===== config.mk =====
export PLATFORM = sky130hd
export DESIGN_NAME = hopfield_recall
export DESIGN_NICKNAME = d
export VERILOG_FILES = /design/src/rtl/hopfield_pkg.sv /design/src/rtl/hopfield_datapath.sv /design/src/rtl/hopfield_control.sv /design/src/rtl/hopfield_recall.sv
export SDC_FILE = /design/constraint.sdc
export NUM_CORES = 1
export LEC_CHECK = 0
export BUFFER_PORTS_ARGS = -buffer_cell sky130_fd_sc_hd__buf_2
export CORE_MARGIN = 1.5
export CORE_UTILIZATION = 50
export DETAILED_ROUTE_END_ITERATION = 8
export GPL_TIMING_DRIVEN = 0
export PLACE_DENSITY = 0.67
export SLEW_MARGIN = 10
export SYNTH_ARGS = -nofsm -noshare
export SYNTH_HDL_FRONTEND = slang
export SYNTH_SLANG_ARGS = --single-unit

===== constraint.sdc =====
create_clock -name clk -period 7.6 [get_ports clk]
set_input_delay 0.38 -clock clk [delete_from_list [all_inputs] [get_ports clk]]
set_output_delay 0.38 -clock clk [all_outputs]
set_load 0.01 [all_outputs]

===== src/rtl/hopfield_pkg.sv =====
package hopfield_pkg;
  localparam int NEURONS = 3;
  localparam int STAGE_W = 2;

  typedef struct packed {
    logic               load;
    logic               step;
    logic [STAGE_W-1:0] stage;
  } dpCtrlT;
endpackage


===== src/rtl/hopfield_datapath.sv =====
module hopfield_datapath
  import hopfield_pkg::*;
#(
  parameter int WeightW = 16
) (
  input  logic                       clk,
  input  logic                       rstN,
  input  dpCtrlT                     ctrl,
  input  logic                       idle,
  input  logic [NEURONS-1:0]         initState,
  input  logic                       wrEn,
  input  logic [3:0]                 wrAddr,
  input  logic signed [WeightW-1:0]  wrData,
  output logic [NEURONS-1:0]         stateQ,
  output logic                       stageChanged,
  output logic                       traceValid,
  output logic [STAGE_W-1:0]         traceStage,
  output logic [NEURONS-1:0]         traceState
);
  localparam int SumW = WeightW + 2;

  logic signed [WeightW-1:0] pairW [NEURONS];
  logic signed [WeightW-1:0] selfW [NEURONS];
  logic signed [WeightW-1:0] thrW  [NEURONS];

  logic signed [SumW-1:0] terms [NEURONS];
  logic signed [SumW-1:0] sumVal;
  logic signed [SumW-1:0] thrVal;
  logic [NEURONS-1:0]     stageMask;
  logic [NEURONS-1:0]     nextState;
  logic                   fireBit;

  // Weight between the neuron under update and neuron j (both 0-based)
  for (genvar j = 0; j < NEURONS; j++) begin : g_term
    logic signed [WeightW-1:0] wSel;
    always_comb begin
      unique case ({ctrl.stage, 2'(j)})
        4'b0000: wSel = selfW[0];
        4'b0101: wSel = selfW[1];
        4'b1010: wSel = selfW[2];
        4'b0001, 4'b0100: wSel = pairW[0];
        4'b0010, 4'b1000: wSel = pairW[1];
        4'b0110, 4'b1001: wSel = pairW[2];
        default: wSel = '0;
      endcase
      terms[j] = stateQ[NEURONS-1-j] ? SumW'(wSel) : '0;
    end
  end

  always_comb begin
    unique case (ctrl.stage)
      2'd0:    thrVal = SumW'(thrW[0]);
      2'd1:    thrVal = SumW'(thrW[1]);
      2'd2:    thrVal = SumW'(thrW[2]);
      default: thrVal = '0;
    endcase
    sumVal       = terms[0] + terms[1] + terms[2];
    fireBit      = (sumVal >= thrVal);
    stageMask    = 3'b100 >> ctrl.stage;
    nextState    = (stateQ & ~stageMask) | (fireBit ? stageMask : '0);
    stageChanged = ctrl.step && (nextState != stateQ);
  end

  always_ff @(posedge clk) begin
    if (!rstN) begin
      for (int i = 0; i < NEURONS; i++) begin
        pairW[i] <= '0;
        selfW[i] <= '0;
        thrW[i]  <= '0;
      end
    end else if (wrEn && idle) begin
      unique case (wrAddr)
        4'd0: pairW[0] <= wrData;
        4'd1: pairW[1] <= wrData;
        4'd2: pairW[2] <= wrData;
        4'd3: selfW[0] <= wrData;
        4'd4: selfW[1] <= wrData;
        4'd5: selfW[2] <= wrData;
        4'd6: thrW[0]  <= wrData;
        4'd7: thrW[1]  <= wrData;
        4'd8: thrW[2]  <= wrData;
        default: ;
      endcase
    end
  end

  always_ff @(posedge clk) begin
    if (!rstN) begin
      stateQ     <= '0;
      traceValid <= 1'b0;
      traceStage <= '0;
      traceState <= '0;
    end else begin
      traceValid <= ctrl.step;
      if (ctrl.load) begin
        stateQ <= initState;
      end else if (ctrl.step) begin
        stateQ     <= nextState;
        traceStage <= ctrl.stage;
        traceState <= nextState;
      end
    end
  end

  // a stage may only move its own bit
  assert_one_bit_per_stage_R4: assert property (@(posedge clk) disable iff (!rstN)
    ctrl.step |=> ((stateQ ^ $past(stateQ)) & ~(3'b100 >> $past(ctrl.stage))) == '0);

  // without load or step the pattern holds
  assert_idle_hold_R8: assert property (@(posedge clk) disable iff (!rstN)
    (!ctrl.load && !ctrl.step) |=> $stable(stateQ));

  // the trace mirrors the state after each stage
  assert_trace_matches_R10: assert property (@(posedge clk) disable iff (!rstN)
    ctrl.step |=> (traceValid && traceState == stateQ));
endmodule


===== src/rtl/hopfield_control.sv =====
module hopfield_control
  import hopfield_pkg::*;
#(
  parameter int MaxCycles = 15,
  localparam int CntW = $clog2(MaxCycles + 1)
) (
  input  logic            clk,
  input  logic            rstN,
  input  logic            startPulse,
  input  logic            stageChanged,
  output dpCtrlT          ctrl,
  output logic            busy,
  output logic            converged,
  output logic            timedOut,
  output logic [CntW-1:0] cycleCount
);
  typedef enum logic {S_IDLE, S_RUN} fsmT;

  fsmT                fsmQ;
  logic [STAGE_W-1:0] stageQ;
  logic               changedAcc;
  logic               anyChange;
  logic [CntW-1:0]    cycleNext;

  assign busy       = (fsmQ == S_RUN);
  assign ctrl.load  = (fsmQ == S_IDLE) && startPulse;
  assign ctrl.step  = (fsmQ == S_RUN);
  assign ctrl.stage = stageQ;
  assign anyChange  = changedAcc || stageChanged;
  assign cycleNext  = cycleCount + 1'b1;

  always_ff @(posedge clk) begin
    if (!rstN) begin
      fsmQ       <= S_IDLE;
      stageQ     <= '0;
      changedAcc <= 1'b0;
      converged  <= 1'b0;
      timedOut   <= 1'b0;
      cycleCount <= '0;
    end else begin
      unique case (fsmQ)
        S_IDLE: if (startPulse) begin
          fsmQ       <= S_RUN;
          stageQ     <= '0;
          changedAcc <= 1'b0;
          converged  <= 1'b0;
          timedOut   <= 1'b0;
          cycleCount <= '0;
        end
        S_RUN: begin
          if (stageQ == STAGE_W'(NEURONS - 1)) begin
            cycleCount <= cycleNext;
            stageQ     <= '0;
            changedAcc <= 1'b0;
            if (!anyChange) begin
              converged <= 1'b1;
              fsmQ      <= S_IDLE;
            end else if (cycleNext == CntW'(MaxCycles)) begin
              timedOut <= 1'b1;
              fsmQ     <= S_IDLE;
            end
          end else begin
            stageQ     <= stageQ + 1'b1;
            changedAcc <= anyChange;
          end
        end
        default: fsmQ <= S_IDLE;
      endcase
    end
  end

  // the two end flags exclude each other
  assert_flags_exclusive_R7: assert property (@(posedge clk) disable iff (!rstN)
    !(converged && timedOut));

  // the count never passes the limit
  assert_cycle_bound_R7: assert property (@(posedge clk) disable iff (!rstN)
    cycleCount <= CntW'(MaxCycles));

  // converged only appears as the engine goes idle
  assert_converge_idle_R6: assert property (@(posedge clk) disable iff (!rstN)
    $rose(converged) |-> !busy);

  // start in mid-run does not restart the stage sequence
  assert_start_ignored_R8: assert property (@(posedge clk) disable iff (!rstN)
    (busy && startPulse && stageQ != 2'd2) |=> (stageQ == $past(stageQ) + 2'd1));
endmodule


===== src/rtl/hopfield_recall.sv =====
module hopfield_recall
  import hopfield_pkg::*;
#(
  parameter int WeightW   = 16,
  parameter int MaxCycles = 15,
  localparam int CntW = $clog2(MaxCycles + 1)
) (
  input  logic                      clk,
  input  logic                      rstN,
  input  logic                      wrEn,
  input  logic [3:0]                wrAddr,
  input  logic signed [WeightW-1:0] wrData,
  input  logic                      startPulse,
  input  logic [NEURONS-1:0]        initState,
  output logic                      busy,
  output logic [NEURONS-1:0]        stateOut,
  output logic                      converged,
  output logic                      timedOut,
  output logic [CntW-1:0]           cycleCount,
  output logic                      traceValid,
  output logic [STAGE_W-1:0]        traceStage,
  output logic [NEURONS-1:0]        traceState
);
  dpCtrlT ctrl;
  logic   stageChanged;

  hopfield_control #(.MaxCycles(MaxCycles)) u_ctrl (
    .clk          (clk),
    .rstN         (rstN),
    .startPulse   (startPulse),
    .stageChanged (stageChanged),
    .ctrl         (ctrl),
    .busy         (busy),
    .converged    (converged),
    .timedOut     (timedOut),
    .cycleCount   (cycleCount)
  );

  hopfield_datapath #(.WeightW(WeightW)) u_dp (
    .clk          (clk),
    .rstN         (rstN),
    .ctrl         (ctrl),
    .idle         (!busy),
    .initState    (initState),
    .wrEn         (wrEn),
    .wrAddr       (wrAddr),
    .wrData       (wrData),
    .stateQ       (stateOut),
    .stageChanged (stageChanged),
    .traceValid   (traceValid),
    .traceStage   (traceStage),
    .traceState   (traceState)
  );
endmodule


==> results.json, run 1 <==
{
  "status": "complete, no violations",
  "drc": 0,
  "ys_seq_elements": 163,
  "p_leak_nw": 3.973,
  "antenna_found_initial": 0,
  "hp-class": "in2reg",
  "clk_pin_slew_worst_paths_ps": 70,
  "synth_cells": 763,
  "crit_path_start_kind": "flop",
  "setup-violations-final": 0,
  "rows": 48,
  "placed_cell_area_mm2": 0.009399,
  "slew_violations": 0,
  "syn_to_final_growth_pct": 14.93,
  "core_mm2": 0.01718,
  "grt_pass1_wl_um": 34750,
  "hold_viol": 0,
  "initial_utilization_pct": 50.85,
  "postCtsSetupBuffers": 0,
  "irDropWorstVdd_v": 0.0001757,
  "synthDominantCellAreaShare_pct": 49.51,
  "avgViaCountPerCell": 5.826,
  "yosys.cell_types.count": 56,
  "synthFlopType": "edfxtp_1",
  "tns_ps": 0,
  "fin_skew_ps": 6.198,
  "netlist_top_cells_area": "edfxtp_1, mux2i_1, ha_1",
  "die_area_mm2": 0.01827,
  "htreeDepth": 4,
  "crit_required_ps": 7940,
  "fmax_mhz": 148.2,
  "hold_ws_ps": 262.2,
  "cap_violations": 0,
  "syn-num-nets": 843,
  "grt_pass1_vias": 6460,
  "die-height_um": 135.2,
  "async_reset_ff_share_pct": 0,
  "post_cts_resize_count": 0,
  "cts_made_buffers": 17,
  "first_pass_iters": 6,
  "diodes": 0,
  "yosys_warnings": 0,
  "slew_headroom_pct": 34.29,
  "fillers": 1416,
  "vias": 6234,
  "globalRouteOverflowTotal": 0,
  "fin_util_pct": 58.44,
  "rsz0062_at_grt": "no",
  "syn_area_per_cell_um2": 11.45,
  "clock-sinks": 163,
  "clock_path_buffers": 2,
  "ctsHoldBuffers": 0,
  "ff_latch_area_mm2": 0.004705,
  "cp.arrival_ps": 7090,
  "cp-end-kind": "flop",
  "finalNetCount": 912,
  "dieWidth_um": 135.2,
  "ys_seq_area_share_pct": 53.86,
  "gp_congestion": 0.8836,
  "design_area_mm2": 0.01004,
  "cts_tree": "yes",
  "crit_type": "reg2reg",
  "ant_nets": 0,
  "place_ws_ps": 934.7,
  "initialDrtViolationCount": 533,
  "multi_input_area_mm2": 0.003792,
  "grt_use_total_pct": 26.16,
  "synth_largest_area_cell": "edfxtp_1",
  "grt_max_degree": 17,
  "layout-drive-gt1-share_pct": 13.14,
  "finalCriticalPeriod_ps": 6748,
  "cp_max_fo": 10,
  "synth_edf_count": 144,
  "fin_ws_ps": 851.9,
  "root_buffer": "clkbuf_16",
  "worst_slew_pin_slew_ps": 979.7,
  "drt-total-wl_um": 22800,
  "route.detailed.wl_per_inst_um": 21.30,
  "fin_crit_sh_pct": 88.79,
  "hpwl_um": 16370,
  "power_density_mw_per_mm2": 233.6,
  "clk_latency_ps": 430,
  "portBuffers": 41,
  "synth_area_mm2": 0.008735,
  "io_pins": 43
}
## Yosys cell counts, types with 5 or more instances
cell,n
ha_1,36
dfxtp_1,19
inv_1,30
nand3b_1,13
nand2_1,93
o31ai_1,5
and2_1,53
nor2_1,42
xor2_1,5
nand3_1,6
nor2b_1,9
nor3_1,5
nand2b_1,11
o211a_1,5
mux2i_1,62
fa_1,17
o21a_1,5
mux2_2,5
xnor2_1,11
a21oi_1,46
o21ai_0,56
clkbuf_1,30
edfxtp_1,144
## routing by layer
metal / wire [um] / vias to the layer above / track usage, % / part of all wire [%]
li1: - / 2862 / - / -
met2: 11290 / 252 / 45.78 / 50
met5: 0 / - / 0 / 0
met1: 9201 / 3061 / 31.55 / 40
met4: 915 / 0 / 12.84 / 4.0
met3: 1390 / 59 / 4.003 / 6.1
## registers in the layout, indices dropped and copies added, names as in the netlist, 2 cells and up
signal / count
u_dp.pairW: 48
u_dp.selfW: 48
u_dp.thrW: 48
u_ctrl.cycleCount: 4
u_dp.stateQ: 3
u_dp.traceState: 3
u_ctrl.stageQ: 2
u_dp.traceStage: 2
## cells in the final DEF (no fill, tap or decap), types with 4 or more instances in the layout
cell       synthesis  routed
buf_8              0       6
buf_6              1       4
nand3_1            6       6
buf_4              4       4
nand2_1           93      93
xor2_1             5       5
nor3_1             5       5
nor2_1            42      42
fa_1              17      17
dfxtp_1           19      19
mux2_2             5       5
o21ai_2            1       8
nor2b_1            9       9
ha_1              36      36
clkbuf_1          30      32
buf_2              2      43
nand2b_1          11      11
a21o_1             4       4
mux2i_1           62      62
o21ai_0           56      49
edfxtp_1         144     144
and2_1            53      53
clkbuf_16          0      17
nand3b_1          13      13
bufinv_16          0       5
inv_1             30      30
o211a_1            5       5
o21a_1             5       5
xnor2_1           11      11
a21oi_1           46      46
a21boi_0           4       4
## power by group
part	total [W]	internal, W	switching, W	leakage, nW
registers	0.00103	0.00101	0.0000159	1.65
logic	0.000379	0.000147	0.000231	2.02
clock network	0.000936	0.000583	0.000353	0.308
## critical path, stage by stage, from the launching register on
cell	delay [ps]
dfxtp_1	310
buf_4	120
clkbuf_1	490
buf_1	770
nand3b_1	190
o21ai_0	100
nand2_1	120
fa_1	440
inv_1	120
ha_1	240
a21o_1	150
a21oi_1	220
o21ai_1	160
o21ai_2	230
o31ai_1	140
or4_1	480
nand2_1	110
xnor2_1	160
ha_1	300
a21oi_1	150
nand2_1	70
a221o_1	350
a211oi_2	290
o21ai_4	150
xor2_1	190
o22a_4	270
a2111oi_4	280
## cell type report
class	count	share of cell area, %
well taps	225	2.804
clock buffers	19	4.313
repair buffers	50	3.278
plain buffers	40	1.782
flip-flops and latches	163	46.87
multi-input cells	530	37.78
inverters	30	1.122
clock inverters	13	2.057
## kinds of logic after synthesis
logic type                 count (synthesis)  share of synthesized area [%]
DFF                                      163                          53.86
xor gates and xnor gates                  16                          1.604
and+or+nand+nor                          248                          14.08
muxes                                     67                          7.750
adders and majority gates                 53                          9.053
AOI/OAI and AO/OA                        146                          10.31
buffers and inverters                     70                          3.338
## through the flow
| step | total power (W) | std cells |
|---|---|---|
| floorplan | 0.001299 | 763 |
| global placement | 0.001398 | 1029 |
| detailed placement | 0.001422 | 1038 |
| CTS | 0.002348 | 1070 |
| global route | 0.002421 | 1070 |
| finish | 0.002345 | 1070 |
## worst paths after layout
check                        to  slack, ps  cells past startpoint          startpoint
min              u_dp.stateQ[2]        260                      3        initState[2]
max reg2reg         u_ctrl.busy        850                     26    u_ctrl.stageQ[0]
max                 u_ctrl.busy        850                     26    u_ctrl.stageQ[0]
min reg2reg  u_dp.traceState[0]        450                      1  u_dp.traceState[0]
(Power assumes the default switching activity.)
==> inputs of run 2 (changes only) <==
ABC_AREA = 1   (was unset)
==> run 2 against run 1 <==
Effect of this change: clock power down 8.7%; combinational power decreased by 2%; largest power group unchanged; first-iteration DRC count up 20%; synthesized area decreased by 1.6%; sequential cell count is the same; count of clock-buffer cells in the layout decreased by 1; register-to-register slack improved by 690 ps; highest routed layer unchanged; fmax increased by 11%; routed wire length is 9.0% lower; sequential power is essentially flat.
==> results.json, run 2 <==
{
  "fin_skew_ps": 6.893,
  "hold_viol": 0,
  "cp_common_cell": "nand2_1",
  "crit_required_ps": 7900,
  "cts_made_buffers": 17,
  "p_leak_nw": 4.245,
  "cp_max_fo": 10,
  "irDropWorstVdd_v": 0.0001686,
  "hold_ws_ps": 220.9,
  "dieWidth_um": 134.1,
  "p_int_w": 0.001623,
  "fmax_mhz": 165.1,
  "ant_nets": 0,
  "globalRouteOverflowTotal": 0,
  "synth_cells": 873,
  "async_reset_ff_share_pct": 0,
  "pwr-share-comb_pct": 16.5,
  "post_cts_resize_count": 0,
  "clock_path_buffers": 2,
  "clk_latency_ps": 430,
  "crit_path_start_kind": "flop",
  "switching_share_pct": 28.18,
  "synth_area_mm2": 0.008598,
  "rows": 47,
  "core_mm2": 0.01670,
  "grt_pass1_wl_um": 31800,
  "final_common_cell": "nand2_1",
  "ctsHoldBuffers": 0,
  "met2_usage_pct": 37.49,
  "route.detailed.wl_per_inst_um": 17.78,
  "initial_utilization_pct": 51.48,
  "initialDrtViolationCount": 640,
  "die-height_um": 134.1,
  "max_stage_delay_ps": 560,
  "crit_end": "u_ctrl.busy",
  "slew_headroom_pct": 36.21,
  "syn_to_final_growth_pct": 12.46,
  "gp_congestion": 0.8174,
  "portBuffers": 42,
  "grt_pass1_vias": 5991,
  "cts_tree": "yes",
  "netlist_top_cells_area": "edfxtp_1, nand2_1, ha_1",
  "status": "complete, no violations",
  "power_density_mw_per_mm2": 233.7,
  "fin_crit_sh_pct": 79.69,
  "htreeDepth": 4,
  "worst_slew_pin_slew_ps": 954.6,
  "reg_top3": "u_dp.pairW: 48 flops, u_dp.selfW: 48 flops, u_dp.thrW: 48 flops",
  "syn_area_per_cell_um2": 9.849,
  "synth_largest_area_cell": "edfxtp_1",
  "fin_ws_ps": 1544,
  "avgViaCountPerCell": 5.338,
  "synthFlopType": "edfxtp_1",
  "grt.busiest_layer": "met2",
  "finalNetCount": 1014,
  "finalCriticalPeriod_ps": 6056,
  "ys_seq_elements": 163,
  "syn-num-nets": 953,
  "cp.arrival_ps": 6350,
  "drt-total-wl_um": 20750,
  "crit_type": "reg2reg",
  "timing.rr.end": "u_ctrl.busy",
  "clkPwrFrac_pct": 37.8,
  "die_area_mm2": 0.01799,
  "crit_path_start": "u_ctrl.stageQ[1]",
  "io_pins": 43,
  "reg2regPathDepth": 35,
  "yosys.cell_types.count": 49,
  "synth_most_common_cell": "nand2_1",
  "setup-violations-final": 0,
  "place_ws_ps": 1625,
  "ys_seq_area_share_pct": 54.71,
  "power.total_w": 0.002260,
  "root_buffer": "clkbuf_16",
  "postCtsSetupBuffers": 0,
  "tns_ps": 0,
  "layout-drive-gt1-share_pct": 12.46,
  "grt_max_degree": 17,
  "rsz0062_at_grt": "no",
  "hold_path_depth": 3,
  "final_cell_mix": "nand2_1, edfxtp_1, inv_1, nor2_1, buf_2",
  "hpwl_um": 14750,
  "clk_pin_slew_worst_paths_ps": 70,
  "fin_util_pct": 57.90,
  "reg2reg_from": "u_ctrl.stageQ[1]",
  "slew_violations": 0,
  "grt_use_met3_pct": 4.724,
  "first_pass_iters": 6,
  "power_frac_seq_pct": 45.7,
  "met1_usage_pct": 33.59,
  "r2r_setup_slack_ps": 1540,
  "grt_use_total_pct": 24.08,
  "drc": 0,
  "synth_top_cells_by_count": "nand2_1, edfxtp_1, inv_1, nor2_1, a21oi_1",
  "vias": 6229,
  "synth_edf_count": 144,
  "clock-sinks": 163,
  "antenna_found_initial": 0,
  "critPathSlowestCell": "clkbuf_1",
  "diodes": 0,
  "synthDominantCellAreaShare_pct": 50.29,
  "cp-end-kind": "flop",
  "switchingPower_w": 0.0006369,
  "yosys_warnings": 0,
  "cap_violations": 0,
  "hp-class": "in2reg"
}
==> run 2: cell types whose count changed in the layout (fill, tap and decap cells not counted), moves of 28 or more <==
cell / previous run / this run
and2_1: 53 / 0
inv_1: 30 / 110
mux2i_1: 62 / 0
nand2_1: 93 / 246
nor2_1: 42 / 70
o211ai_1: 1 / 31
o21ai_0: 49 / 2
==> run 2: logic make-up (layout without fill, tap and decap cells) <==
group,count (synthesis),count (layout),share of synthesized area (%)
AOI/OAI and AO/OA,123,123,9.939
adders and majority gates,53,53,9.197
and+or+nand+nor,368,368,17.64
DFF,163,163,54.71
buffers and inverters,150,224,6.883
xor gates and xnor gates,16,16,1.630
==> run 2: worst min-delay path by stage <==
| stage | startpoint | end | slack, ps |
|---|---|---|---|
| 5_1_grt | initState[2] | u_dp.stateQ[2] | 230 |
| 3_5_place_dp | u_ctrl.converged | u_ctrl.converged | 440 |
| 2_1_floorplan | u_ctrl.converged | u_ctrl.converged | 470 |
| 3_3_place_gp | u_ctrl.converged | u_ctrl.converged | 440 |
| 4_1_cts | initState[2] | u_dp.stateQ[2] | 210 |
| 6_report | initState[2] | u_dp.stateQ[2] | 220 |
==> run 2: stage by stage <==
stage          instance area (um^2)  cells
2_1_floorplan                  8598    873
3_3_place_gp                   9084   1135
3_5_place_dp                   9084   1135
4_1_cts                        9669   1167
5_1_grt                        9669   1167
6_report                       9669   1167
==> run 2: critical path: cells and delay by family, from the launching register on <==
family,cells,cell delay (ps)
AO/OA/AOI/OAI,11,1320
adder cells (fa/ha/maj),3,1130
buffers and inverters,6,1170
flip-flops,1,350
AND/OR/NAND/NOR,15,1920
==> run 2: layer usage <==
layer	up-vias	wire, um
li1	3036	-
met1	2938	9442
met2	221	9381
met3	34	1511
met4	0	416
met5	-	0
==> run 2: cell type report <==
cell class / instances / area [um^2]
repair buffers: 42 / 210.2
multi-input cells: 560 / 3302
inverters: 120 / 456.7
well taps: 220 / 275.3
clock buffers: 18 / 429.2
clock inverters: 14 / 156.4
fillers: 1461 / 7032
plain buffers: 30 / 135.1
flip-flops and latches: 163 / 4705
==> run 2: power groups by stage <==
stage	logic, W	registers (W)	clock network (W)
floorplan	0.000260	0.00105	0
global placement	0.000367	0.00105	0
detailed placement	0.000370	0.00105	0
CTS	0.000373	0.00103	0.000862
global route	0.000414	0.00104	0.000897
finish	0.000373	0.00103	0.000855
